==> src/rtl/wdt_pkg.sv <==
package wdt_pkg;
  localparam int DATA_W    = 16;
  localparam int REG_W     = 8;
  localparam int KEY_W     = DATA_W - REG_W;
  localparam logic [KEY_W-1:0] KEY_COUNT = 8'h5A;
  localparam logic [KEY_W-1:0] KEY_CTRL  = 8'hA5;
  // control/status bit positions
  localparam int BIT_EN    = 7;
  localparam int BIT_WD    = 6;
  localparam int BIT_FLAG  = 5;
  localparam int SEL_W     = 3;
  localparam int BASE_LOG2 = 5;
  localparam int PRE_W     = BASE_LOG2 + (1 << SEL_W) - 1;
  localparam int RST_LEN   = 16;

  typedef enum logic {REG_COUNT = 1'b0, REG_CTRL = 1'b1} reg_sel_e;
endpackage

==> src/rtl/wdt_prescaler.sv <==
module wdt_prescaler #(
  parameter int SEL_W     = wdt_pkg::SEL_W,
  parameter int BASE_LOG2 = wdt_pkg::BASE_LOG2,
  localparam int PRE_W    = BASE_LOG2 + (1 << SEL_W) - 1
) (
  input  logic             clk,
  input  logic             rst_n,
  input  logic             run,
  input  logic             restart,
  input  logic [SEL_W-1:0] code,
  output logic             tick
);
  logic [PRE_W-1:0] cnt_q, cnt_d;
  logic [PRE_W:0]   span;
  logic [PRE_W-1:0] last;

  always_comb begin
    span = ({{PRE_W{1'b0}}, 1'b1} << (BASE_LOG2 + int'(code))) - 1'b1;
    last = span[PRE_W-1:0];
    tick = run && !restart && (cnt_q == last);
    if (!run || restart || tick) cnt_d = '0;
    else                         cnt_d = cnt_q + 1'b1;
  end

  always_ff @(posedge clk or negedge rst_n) begin
    if (!rst_n) cnt_q <= '0;
    else        cnt_q <= cnt_d;
  end

  // the shortest ratio is 32, so ticks never come back to back
  a_r6_tick_gap: assert property (@(posedge clk) disable iff (!rst_n)
    tick |=> !tick);
  // no tick in the cycle after a restart
  a_r7_restart_quiet: assert property (@(posedge clk) disable iff (!rst_n)
    restart |=> !tick);
endmodule

==> src/rtl/wdt_counter.sv <==
module wdt_counter #(
  parameter int CNT_W = wdt_pkg::REG_W
) (
  input  logic             clk,
  input  logic             rst_n,
  input  logic             load,
  input  logic [CNT_W-1:0] load_val,
  input  logic             tick,
  output logic [CNT_W-1:0] value,
  output logic             wrap
);
  logic [CNT_W-1:0] cnt_q, cnt_d;
  logic             cnt_en;

  always_comb begin
    wrap   = tick && !load && (cnt_q == {CNT_W{1'b1}});
    cnt_en = load || tick;
    cnt_d  = load ? load_val : cnt_q + 1'b1;
  end

  always_ff @(posedge clk or negedge rst_n) begin
    if (!rst_n)      cnt_q <= '0;
    else if (cnt_en) cnt_q <= cnt_d;
  end

  assign value = cnt_q;

  // without a keyed load or a tick the count never moves
  a_r4_count_hold: assert property (@(posedge clk) disable iff (!rst_n)
    (!load && !tick) |=> $stable(value));
  // a wrap always leaves the counter at zero
  a_r8_wrap_zero: assert property (@(posedge clk) disable iff (!rst_n)
    wrap |=> (value == '0));
endmodule

==> src/rtl/wdt_rst_pulse.sv <==
module wdt_rst_pulse #(
  parameter int LEN = wdt_pkg::RST_LEN,
  localparam int CW = $clog2(LEN + 1)
) (
  input  logic clk,
  input  logic rst_n,
  input  logic fire,
  output logic pulse
);
  logic [CW-1:0] left_q, left_d;

  always_comb begin
    if (fire)               left_d = CW'(LEN);
    else if (left_q != '0)  left_d = left_q - 1'b1;
    else                    left_d = left_q;
  end

  always_ff @(posedge clk or negedge rst_n) begin
    if (!rst_n) left_q <= '0;
    else        left_q <= left_d;
  end

  assign pulse = (left_q != '0);

  // a fire raises the output at the next edge
  a_r9_pulse_start: assert property (@(posedge clk) disable iff (!rst_n)
    fire |=> pulse);
  // the output only rises because of a fire
  a_r9_pulse_cause: assert property (@(posedge clk) disable iff (!rst_n)
    $rose(pulse) |-> $past(fire));
endmodule

==> src/rtl/keyed_wdt.sv <==
module keyed_wdt
  import wdt_pkg::*;
(
  input  logic              clk,
  input  logic              rst_n,
  input  logic              bus_sel,
  input  logic              bus_we,
  input  logic              bus_wide,
  input  logic [DATA_W-1:0] bus_wdata,
  output logic [REG_W-1:0]  bus_rdata,
  output logic              wdt_rst
);
  logic             en_q, wd_q, flag_q;
  logic [SEL_W-1:0] code_q;
  logic             en_d, wd_d, flag_d;
  logic [SEL_W-1:0] code_d;
  logic             cnt_we, ctrl_we, code_chg;
  logic [KEY_W-1:0] key;
  logic [REG_W-1:0] wval, count, ctrl;
  logic             tick, wrap;

  assign key  = bus_wdata[DATA_W-1:REG_W];
  assign wval = bus_wdata[REG_W-1:0];

  // key check
  always_comb begin
    cnt_we   = bus_we && bus_wide && (bus_sel == REG_COUNT) && (key == KEY_COUNT);
    ctrl_we  = bus_we && bus_wide && (bus_sel == REG_CTRL)  && (key == KEY_CTRL);
    code_chg = ctrl_we && (wval[SEL_W-1:0] != code_q);
  end

  // control/status next state
  always_comb begin
    en_d   = ctrl_we ? wval[BIT_EN] : en_q;
    wd_d   = ctrl_we ? wval[BIT_WD] : wd_q;
    code_d = ctrl_we ? wval[SEL_W-1:0] : code_q;
    flag_d = (ctrl_we ? (flag_q && wval[BIT_FLAG]) : flag_q) || wrap;
  end

  always_ff @(posedge clk or negedge rst_n) begin
    if (!rst_n) begin
      en_q   <= 1'b0;
      wd_q   <= 1'b0;
      code_q <= '0;
      flag_q <= 1'b0;
    end else begin
      en_q   <= en_d;
      wd_q   <= wd_d;
      code_q <= code_d;
      flag_q <= flag_d;
    end
  end

  always_comb begin
    ctrl = '0;
    ctrl[BIT_EN]      = en_q;
    ctrl[BIT_WD]      = wd_q;
    ctrl[BIT_FLAG]    = flag_q;
    ctrl[SEL_W-1:0]   = code_q;
    bus_rdata = (bus_sel == REG_CTRL) ? ctrl : count;
  end

  wdt_prescaler #(.SEL_W(SEL_W), .BASE_LOG2(BASE_LOG2)) u_pre (
    .clk(clk), .rst_n(rst_n), .run(en_q), .restart(code_chg),
    .code(code_q), .tick(tick));

  wdt_counter #(.CNT_W(REG_W)) u_cnt (
    .clk(clk), .rst_n(rst_n), .load(cnt_we), .load_val(wval),
    .tick(tick), .value(count), .wrap(wrap));

  wdt_rst_pulse #(.LEN(RST_LEN)) u_pulse (
    .clk(clk), .rst_n(rst_n), .fire(wrap && wd_q), .pulse(wdt_rst));

  // a wrap sets the flag at the same edge
  a_r8_flag_on_wrap: assert property (@(posedge clk) disable iff (!rst_n)
    wrap |=> flag_q);
  // control fields move only on a keyed control write
  a_r3_ctrl_hold: assert property (@(posedge clk) disable iff (!rst_n)
    !ctrl_we |=> $stable({en_q, wd_q, code_q}));
  // no reset pulse begins in interval mode
  a_r9_interval_quiet: assert property (@(posedge clk) disable iff (!rst_n)
    (!wdt_rst && !(wrap && wd_q)) |=> !wdt_rst);
endmodule

==> config.mk <==
export PLATFORM = sky130hd
export DESIGN_NAME = keyed_wdt
export DESIGN_NICKNAME = d
export VERILOG_FILES = /design/src/rtl/wdt_pkg.sv /design/src/rtl/wdt_prescaler.sv /design/src/rtl/wdt_counter.sv /design/src/rtl/wdt_rst_pulse.sv /design/src/rtl/keyed_wdt.sv
export SDC_FILE = /design/constraint.sdc
export NUM_CORES = 1
export LEC_CHECK = 0
export CORE_MARGIN = 1
export CORE_UTILIZATION = 55
export CTS_CLUSTER_DIAMETER = 120
export DETAILED_ROUTE_END_ITERATION = 16
export PLACE_DENSITY = 0.8
export SYNTH_ARGS = -nofsm -noshare
export SYNTH_HDL_FRONTEND = slang
export SYNTH_HIERARCHICAL = 1
export SYNTH_SLANG_ARGS = --single-unit
export TNS_END_PERCENT = 20
==> constraint.sdc <==
create_clock -name clk -period 2.99 [get_ports clk]
set_clock_uncertainty 0.05 [all_clocks]
set_input_delay 0.299 -clock clk [delete_from_list [all_inputs] [get_ports clk]]
set_output_delay 0.299 -clock clk [all_outputs]
set_load 0.01 [all_outputs]
==> summary.md, run 1 <==
| Metric | Value |
|---|---|
| Area of the multi-input gates | 1249 µm² |
| Unrepaired setup endpoints after global routing | no |
| Starting Density | 57.76% |
| WP data required | 3.12 ns |
| Complex-gate fraction of the synthesized area | 12.60% |
| Avg Cell Area, Syn | 9.655 µm² |
| Post-CTS Hold Fix Bufs | 0 |
| Setup TNS Final | 0 ns |
| Largest net degree at the start of global routing | 32 |
| GP Congestion | 0.8043 |
| Worst path slowest cell | dfrtp_1 |
| Num CTS Buffers | 5 |
| Async S/R FF share, synth | 100.0% |
| CP Max Fanout | 14 |
| Ratio of cells with drive above 1 in the final layout | 15.48% |
| F_max | 0.3713 GHz |
| MaxCap Viol Count | 0 |
| Min Clock Period, post-route | 2.693 ns |
| DRT iter0 DRCs | 84 |
| Most frequent cells in the layout | 31 x dfrtp_1, 29 x clkdlybuf4s50_1, 22 x nor2_1 |
| Final setup margin | just under 0.3 ns |
| Worst path max stage delay | 0.62 ns |
| Critical path capture point type | flip-flop |
| Design Power | 835.3 µW |
| Switch Pwr | 207.0 µW |
| CTS clock-pin slew for the worst setup and hold paths | around 0.070 ns |
| Port bufs | 29 |
| Ys flop type | dfrtp_1 |
| Place WS | 0.3191 ns |
| Vias in the first global route | 1,631 |
| Crit path kind | reg -> reg |
| Synth Area in Adders | 2.367% |
| GR Util All Layers | 23.23% |
| Routed Antenna Nets | 0 |
| Simple-gate area share of the yosys netlist | 28.22% |
| Chip height | 64.01 µm |
| Antenna cells | 0 |
| Wire per inst | between 10 and 15 µm |
| Most Crowded Layer GR | met2 |
| Post-synthesis instance total | 219 |
| DRC Markers | 0 |
| Met2 Usage GRT | 38.03% |
| Final Hold Fails | 0 |
| PD cells | 331.0 nW/µm² |
| Class of the worst hold path | in -> async |
| Commonest non-fill, non-tap cell in the layout | dfrtp_1 |
| Num ports | 30 |
| Clock Power Share | 39.6% |
| Horiz. Die Dim | 64.01 µm |
| Placement Rows | 22 |
| Setup bufs post-CTS | 0 |
| Status | finished clean |
| Avg Vias per Cell | 5.660 |
| Reg area | between 700 and 800 µm² |
| Post-synthesis xor/xnor area fraction | ~8.3% |
| Comb power frac | a little under a tenth |
| Pleak | ~0.0011 µW |
| Post-cts sizing count | 0 |
| Net Sw Frac | 24.78% |
| Core area | 3661 µm² |
| Max clock buf depth | 2 |
| Syn-to-layout area delta | 19.35% |
| Slew @ Worst Pin | 0.6381 ns |
| Crit start category | flip-flop |
| H-tree levels | 2 |
| Relative slew slack | 57.31% |
| Critical-path cell list | nand3_1 -> and3_1 -> a311oi_1 -> nand4bb_1 -> nor2_1 -> buf_4 -> nand4_1 -> nor3_1 -> and2_1 -> nor2_1 |
| Seq/Total Area, Yosys | 36.69% |
| Largest family of logic cells by synthesized area | simple AND/OR/NAND/NOR gates |
| Initial antenna violation count | 0 |
| Worst reg2reg path depth | 10 |
| Synth warn | 6 |
| Net count, final | 276 |
| Gr ovfl total | 0 |
| VDD IR max | 0.2160 mV |
| Arrival time at the worst endpoint | 2.82 ns |
| Final worst-path cycle share | between 90% and 100% |
| Cell repeated most along the worst path | nor2_1 |
| Mux cell area share after synthesis | between 7 and 8% |
| Clock Latency Late Sink | 0.29 ns |
| Fillers | a little over 300 |
| GR Util met3 | 6.964% |
| Internal | about 630 µW |
| Unique masters post-synth | 61 |
| Final WL | between 4 and 5 mm |
| Endpoints failing setup | 0 |
| Clock Sinks | 31 |
| TritonCTS clock tree | done |
| Post-synthesis sequential element count | 31 |
| Die ar. | 4097 µm² |
| GR Layer Usage met1 | 28.87% |
| Mapped Area | 2115 µm² |
| DRT Pass-1 Iters | 4 |
| Global-route wire length before repair | 7.189 mm |
| Sequential share of power | 51.1% |
| Post-DP HPWL | slightly above 3 mm |
| Root buf cell | clkbuf_8 |
| Final core utilization | 68.93% |
| Vias after detailed routing | 1,698 |
| EDFF count, synth | 0 |
| Slew Viols, Final | 0 |
==> power groups by stage <==
| stage | clock network [µW] | registers, µW | logic (µW) |
|---|---|---|---|
| after floorplan | 0 | 433 | 31.8 |
| after global placement | 0 | 435 | 76.4 |
| after detailed placement | 0 | 435 | 77.1 |
| after CTS | 342 | 427 | 77.4 |
| after global routing | 359 | 427 | 84.8 |
| final | 331 | 427 | 77.5 |
==> worst max-delay path, delay by kind of cell, from the launching register on <==
kind,cells,cell delay (ns)
AO/OA/AOI/OAI,1,0.28
buffers and inverters,1,0.16
flip-flops,1,0.62
AND/OR/NAND/NOR,8,1.46
==> cells by family after synthesis <==
| group | count (synthesis) |
|---|---|
| compound gates | 33 |
| xor+xnor | 20 |
| fa+ha+maj | 4 |
| buf+inv | 17 |
| flops | 31 |
| mux | 12 |
| other cells | 1 |
| simple gates | 101 |
==> cell type report <==
type | count | share of cell area, %
Multi-Input combinational cell | 172 | 49.48
Sequential cell | 31 | 30.74
Timing Repair Buffer | 33 | 12.69
Clock buffer | 5 | 2.727
Tap cell | 48 | 2.380
Inverter | 8 | 1.190
Clock inverter | 3 | 0.7933
==> synthesized netlist by cell type (all sizes together) (6+ instances only) <==
master,instances,area (µm²)
and3,9,63.81
buf,8,60.05
dfrtp,31,775.7
inv,8,30.03
mux2,11,142.6
nand2,18,67.56
nand3,10,62.56
nand4,6,43.79
nor2,22,82.58
nor2b,7,43.79
o21ai,8,40.03
xnor2,13,113.9
xor2,7,61.31
==> state kept, by name, indices dropped and copies added (netlist names) <==
signal	count
en_q	1
code_q	3
wd_q	1
u_pre/cnt_q	12
u_cnt/value	8
flag_q	1
u_pulse/left_q	5
==> per-layer routing <==
metal | vias to the layer above | part of all wire, % | routed length, µm
li1 | 843 | - | -
met1 | 814 | 48 | 2029
met2 | 33 | 47 | 1997
met3 | 8 | 3.5 | 150
met4 | 0 | 1.7 | 73
met5 | - | 0 | 0
==> worst paths after layout <==
path                                   startpoint                end  slack (ns)
worst max-delay path                    code_q[2]  u_pulse/left_q[0]        0.30
worst min-delay path                        rst_n     u_pre/cnt_q[8]        0.35
worst max register to register          code_q[2]  u_pulse/left_q[0]        0.30
worst min register to register  u_pulse/left_q[4]  u_pulse/left_q[4]        0.46
max in group asynchronous                   rst_n     u_pre/cnt_q[4]        2.24
min in group clk                u_pulse/left_q[4]  u_pulse/left_q[4]        0.46
==> through the flow <==
step | instances | hold WS [ns] | instance area (µm²)
finish | 300 | 0.3546 | 2524
global route | 300 | 0.3794 | 2524
CTS | 300 | 0.3641 | 2524
detailed placement | 292 | 0.4430 | 2435
global placement | 292 | 0.4386 | 2435
floorplan | 220 | -0.04659 | 2118
Note: power is estimated with default switching activity, not from simulation.
==> inputs of run 2 (changes only) <==
--- a/config.mk
+++ b/config.mk
@@ -14,4 +14,3 @@
 export SYNTH_HDL_FRONTEND = slang
 export SYNTH_HIERARCHICAL = 1
 export SYNTH_SLANG_ARGS = --single-unit
-export TNS_END_PERCENT = 20
==> results of run 2 <==
Final layout, timing and power as in run 1 (identical DEF).
==> inputs of run 3 (changes only) <==
--- a/config.mk
+++ b/config.mk
@@ -10,6 +10,7 @@
 export CTS_CLUSTER_DIAMETER = 120
 export DETAILED_ROUTE_END_ITERATION = 16
 export PLACE_DENSITY = 0.8
+export SETUP_SLACK_MARGIN = 0.4
 export SYNTH_ARGS = -nofsm -noshare
 export SYNTH_HDL_FRONTEND = slang
 export SYNTH_HIERARCHICAL = 1
==> summary.md, run 3 (same netlist as run 1, synthesis figures left out) <==
| Metric | Value |
|---|---|
| Fillers | 293 (-4.2%) |
| F_max | 0.4036 GHz (+8.7%) |
| Largest net degree at the start of global routing | 32 (unchanged) |
| Pleak | 0.001079 µW (+2.8%) |
| Endpoints failing setup | 0 (unchanged) |
| Most frequent cells in the layout | 29 x clkdlybuf4s50_1, 28 x dfrtp_1, 22 x nor2_1 |
| Net count, final | 281 (+1.8%) |
| Class of the worst hold path | in -> async |
| CTS clock-pin slew for the worst setup and hold paths | 0.07 ns (about the same) |
| Vias after detailed routing | 1,719 (+1.2%) |
| Top Metal Used | met4 |
| Horiz. Die Dim | 64.01 µm (unchanged) |
| Chip height | 64.01 µm (unchanged) |
| Gr ovfl total | 0 (unchanged) |
| Worst path slowest cell | or4_1 |
| Initial antenna violation count | 0 (unchanged) |
| Clock Latency Late Sink | 0.29 ns (about the same) |
| Crit path kind | reg -> reg |
| Clock Sinks | 31 (unchanged) |
| DRC Markers | 0 (unchanged) |
| Max clock buf depth | 2 (unchanged) |
| Commonest non-fill, non-tap cell in the layout | clkdlybuf4s50_1 |
| VDD IR max | 0.2174 mV (+0.64%) |
| Place WS | 0.3191 ns (unchanged) |
| CP Max Fanout | 7 (-7) |
| Met3 wire length | 189 µm (+26%) |
| Ratio of cells with drive above 1 in the final layout | 19.46% (+4.0 points) |
| Arrival time at the worst endpoint | 2.66 ns (-0.16 ns) |
| MaxCap Viol Count | 0 (unchanged) |
| TritonCTS clock tree | done |
| Final worst-path cycle share | 82.87% (-7.2 points) |
| Num ports | 30 (unchanged) |
| Slew Viols, Final | 0 (unchanged) |
| Crit start category | flip-flop |
| Global-route wire length before repair | 7.189 mm (unchanged) |
| Die ar. | 4097 µm² (unchanged) |
| Starting Density | 57.76% (unchanged) |
| Final Hold Fails | 0 (unchanged) |
| Final WL | 4.341 mm (+2.1%) |
| Most flops, register | u_pre/cnt_q |
| Min Clock Period, post-route | 2.478 ns (-0.2152 ns) |
| Vias in the first global route | 1,631 (unchanged) |
| GP Congestion | 0.8043 (unchanged) |
| Port bufs | 29 (unchanged) |
| Max reg flops | 12 (unchanged) |
| Avg Vias per Cell | 5.636 (-0.42%) |
| Wire per inst | 14.23 µm (+0.47%) |
| H-tree levels | 2 (unchanged) |
| Core area | 3661 µm² (unchanged) |
| Num CTS Buffers | 5 (unchanged) |
| WP data required | 3.17 ns (+0.05 ns) |
| Design Power | 838.3 µW (+0.36%) |
| Slew @ Worst Pin | 0.6400 ns (+0.001849 ns) |
| Antenna cells | 0 (unchanged) |
| Relative slew slack | 57.19% (-0.12 points) |
| Hold_ws | 0.3538 ns (-0.0008620 ns) |
| Worst path max stage delay | 0.53 ns (-0.09 ns) |
| Root buf cell | clkbuf_8 |
| Post-DP HPWL | 3.079 mm (unchanged) |
| Post-CTS Hold Fix Bufs | 0 (unchanged) |
| DRT Pass-1 Iters | 4 (unchanged) |
| Placement Rows | 22 (unchanged) |
| PD cells | 325.4 nW/µm² (-1.7%) |
| DRT iter0 DRCs | 96 (+14%) |
| GR Util All Layers | 23.23% (unchanged) |
| Unrepaired setup endpoints after global routing | yes |
| Final core utilization | 70.37% (+1.4 points) |
| Critical-path cell list | buf_2 -> nand3b_1 -> o2111a_1 -> o2111ai_1 -> nand4bb_1 -> nor2_1 -> buf_4 -> nand4_2 -> or4_1 -> nand3_1 |
| Setup TNS Final | 0 ns (unchanged) |
| Critical path capture point type | flip-flop |
| Routed Antenna Nets | 0 (unchanged) |
| Syn-to-layout area delta | 21.83% |
| Final setup margin | 0.5123 ns (+0.2152 ns) |
| Post-Route M1 WL | 2.002 mm (-1.3%) |
| Status | finished clean |
| Met2 Routed Length | 2.071 mm (+3.7%) |
-- run 3: per-stage QoR --
step	area, µm²	instances
floorplan	2118	220
global placement	2435	292
detailed placement	2435	292
CTS	2525	300
global route	2576	305
finish	2576	305
-- run 3: path summary, 6_finish.rpt --
| path | to | slack, ns | cells after the start | start |
|---|---|---|---|---|
| min reg2reg | u_pulse/left_q[4] | 0.46 | 1 | u_pulse/left_q[4] |
| max | u_cnt/value[7] | 0.51 | 10 | code_q[2] |
| min | u_pre/cnt_q[8] | 0.35 | 2 | rst_n |
| max reg2reg | u_cnt/value[7] | 0.51 | 10 | code_q[2] |
| min in group clk | u_pulse/left_q[4] | 0.46 | 1 | u_pulse/left_q[4] |
| max in group asynchronous | code_q[1] | 2.22 | 2 | rst_n |
-- run 3: cell type report --
cell class | instances | area, µm² | area share (%)
timing repair buffer | 38 | 355.3 | 13.79
clock inverter | 3 | 20.02 | 0.7771
sequential | 31 | 779.5 | 30.26
multi-input combinational | 172 | 1262 | 49.00
inverter | 8 | 30.03 | 1.166
tap | 48 | 60.06 | 2.331
clock buffer | 5 | 68.82 | 2.671
-- run 3: where the power goes --
| part | leakage (µW) | switching [µW] | internal, µW |
|---|---|---|---|
| Clock | 0.0000402 | 170 | 162 |
| Sequential | 0.000428 | 4.44 | 422 |
| Combinational | 0.000612 | 33.9 | 45.9 |
| Total | 0.00108 | 209 | 630 |
-- run 3: routing by layer --
metal,vias to the layer above,track usage [%]
li1,852,-
met1,823,28.87
met2,36,38.03
met3,8,6.964
met4,0,8.239
met5,-,0
-- run 3: worst max-delay path, delay by kind of cell, from the launching register on --
family / cells / cell delay [ns]
simple gates: 6 / 1.23
flops: 1 / 0.46
buf+inv: 2 / 0.34
compound gates: 2 / 0.33
-- run 3: timing repair --
| item | in CTS | in global routing |
|---|---|---|
| hold endpoints to repair | 0 | 0 |
| setup endpoints to repair | 6 | 8 |
| gates cloned | 0 | 0 |
| gates resized for setup | 1 | 6 |
| buffers inserted | 0 | 5 |
| pin swaps | 0 | 2 |
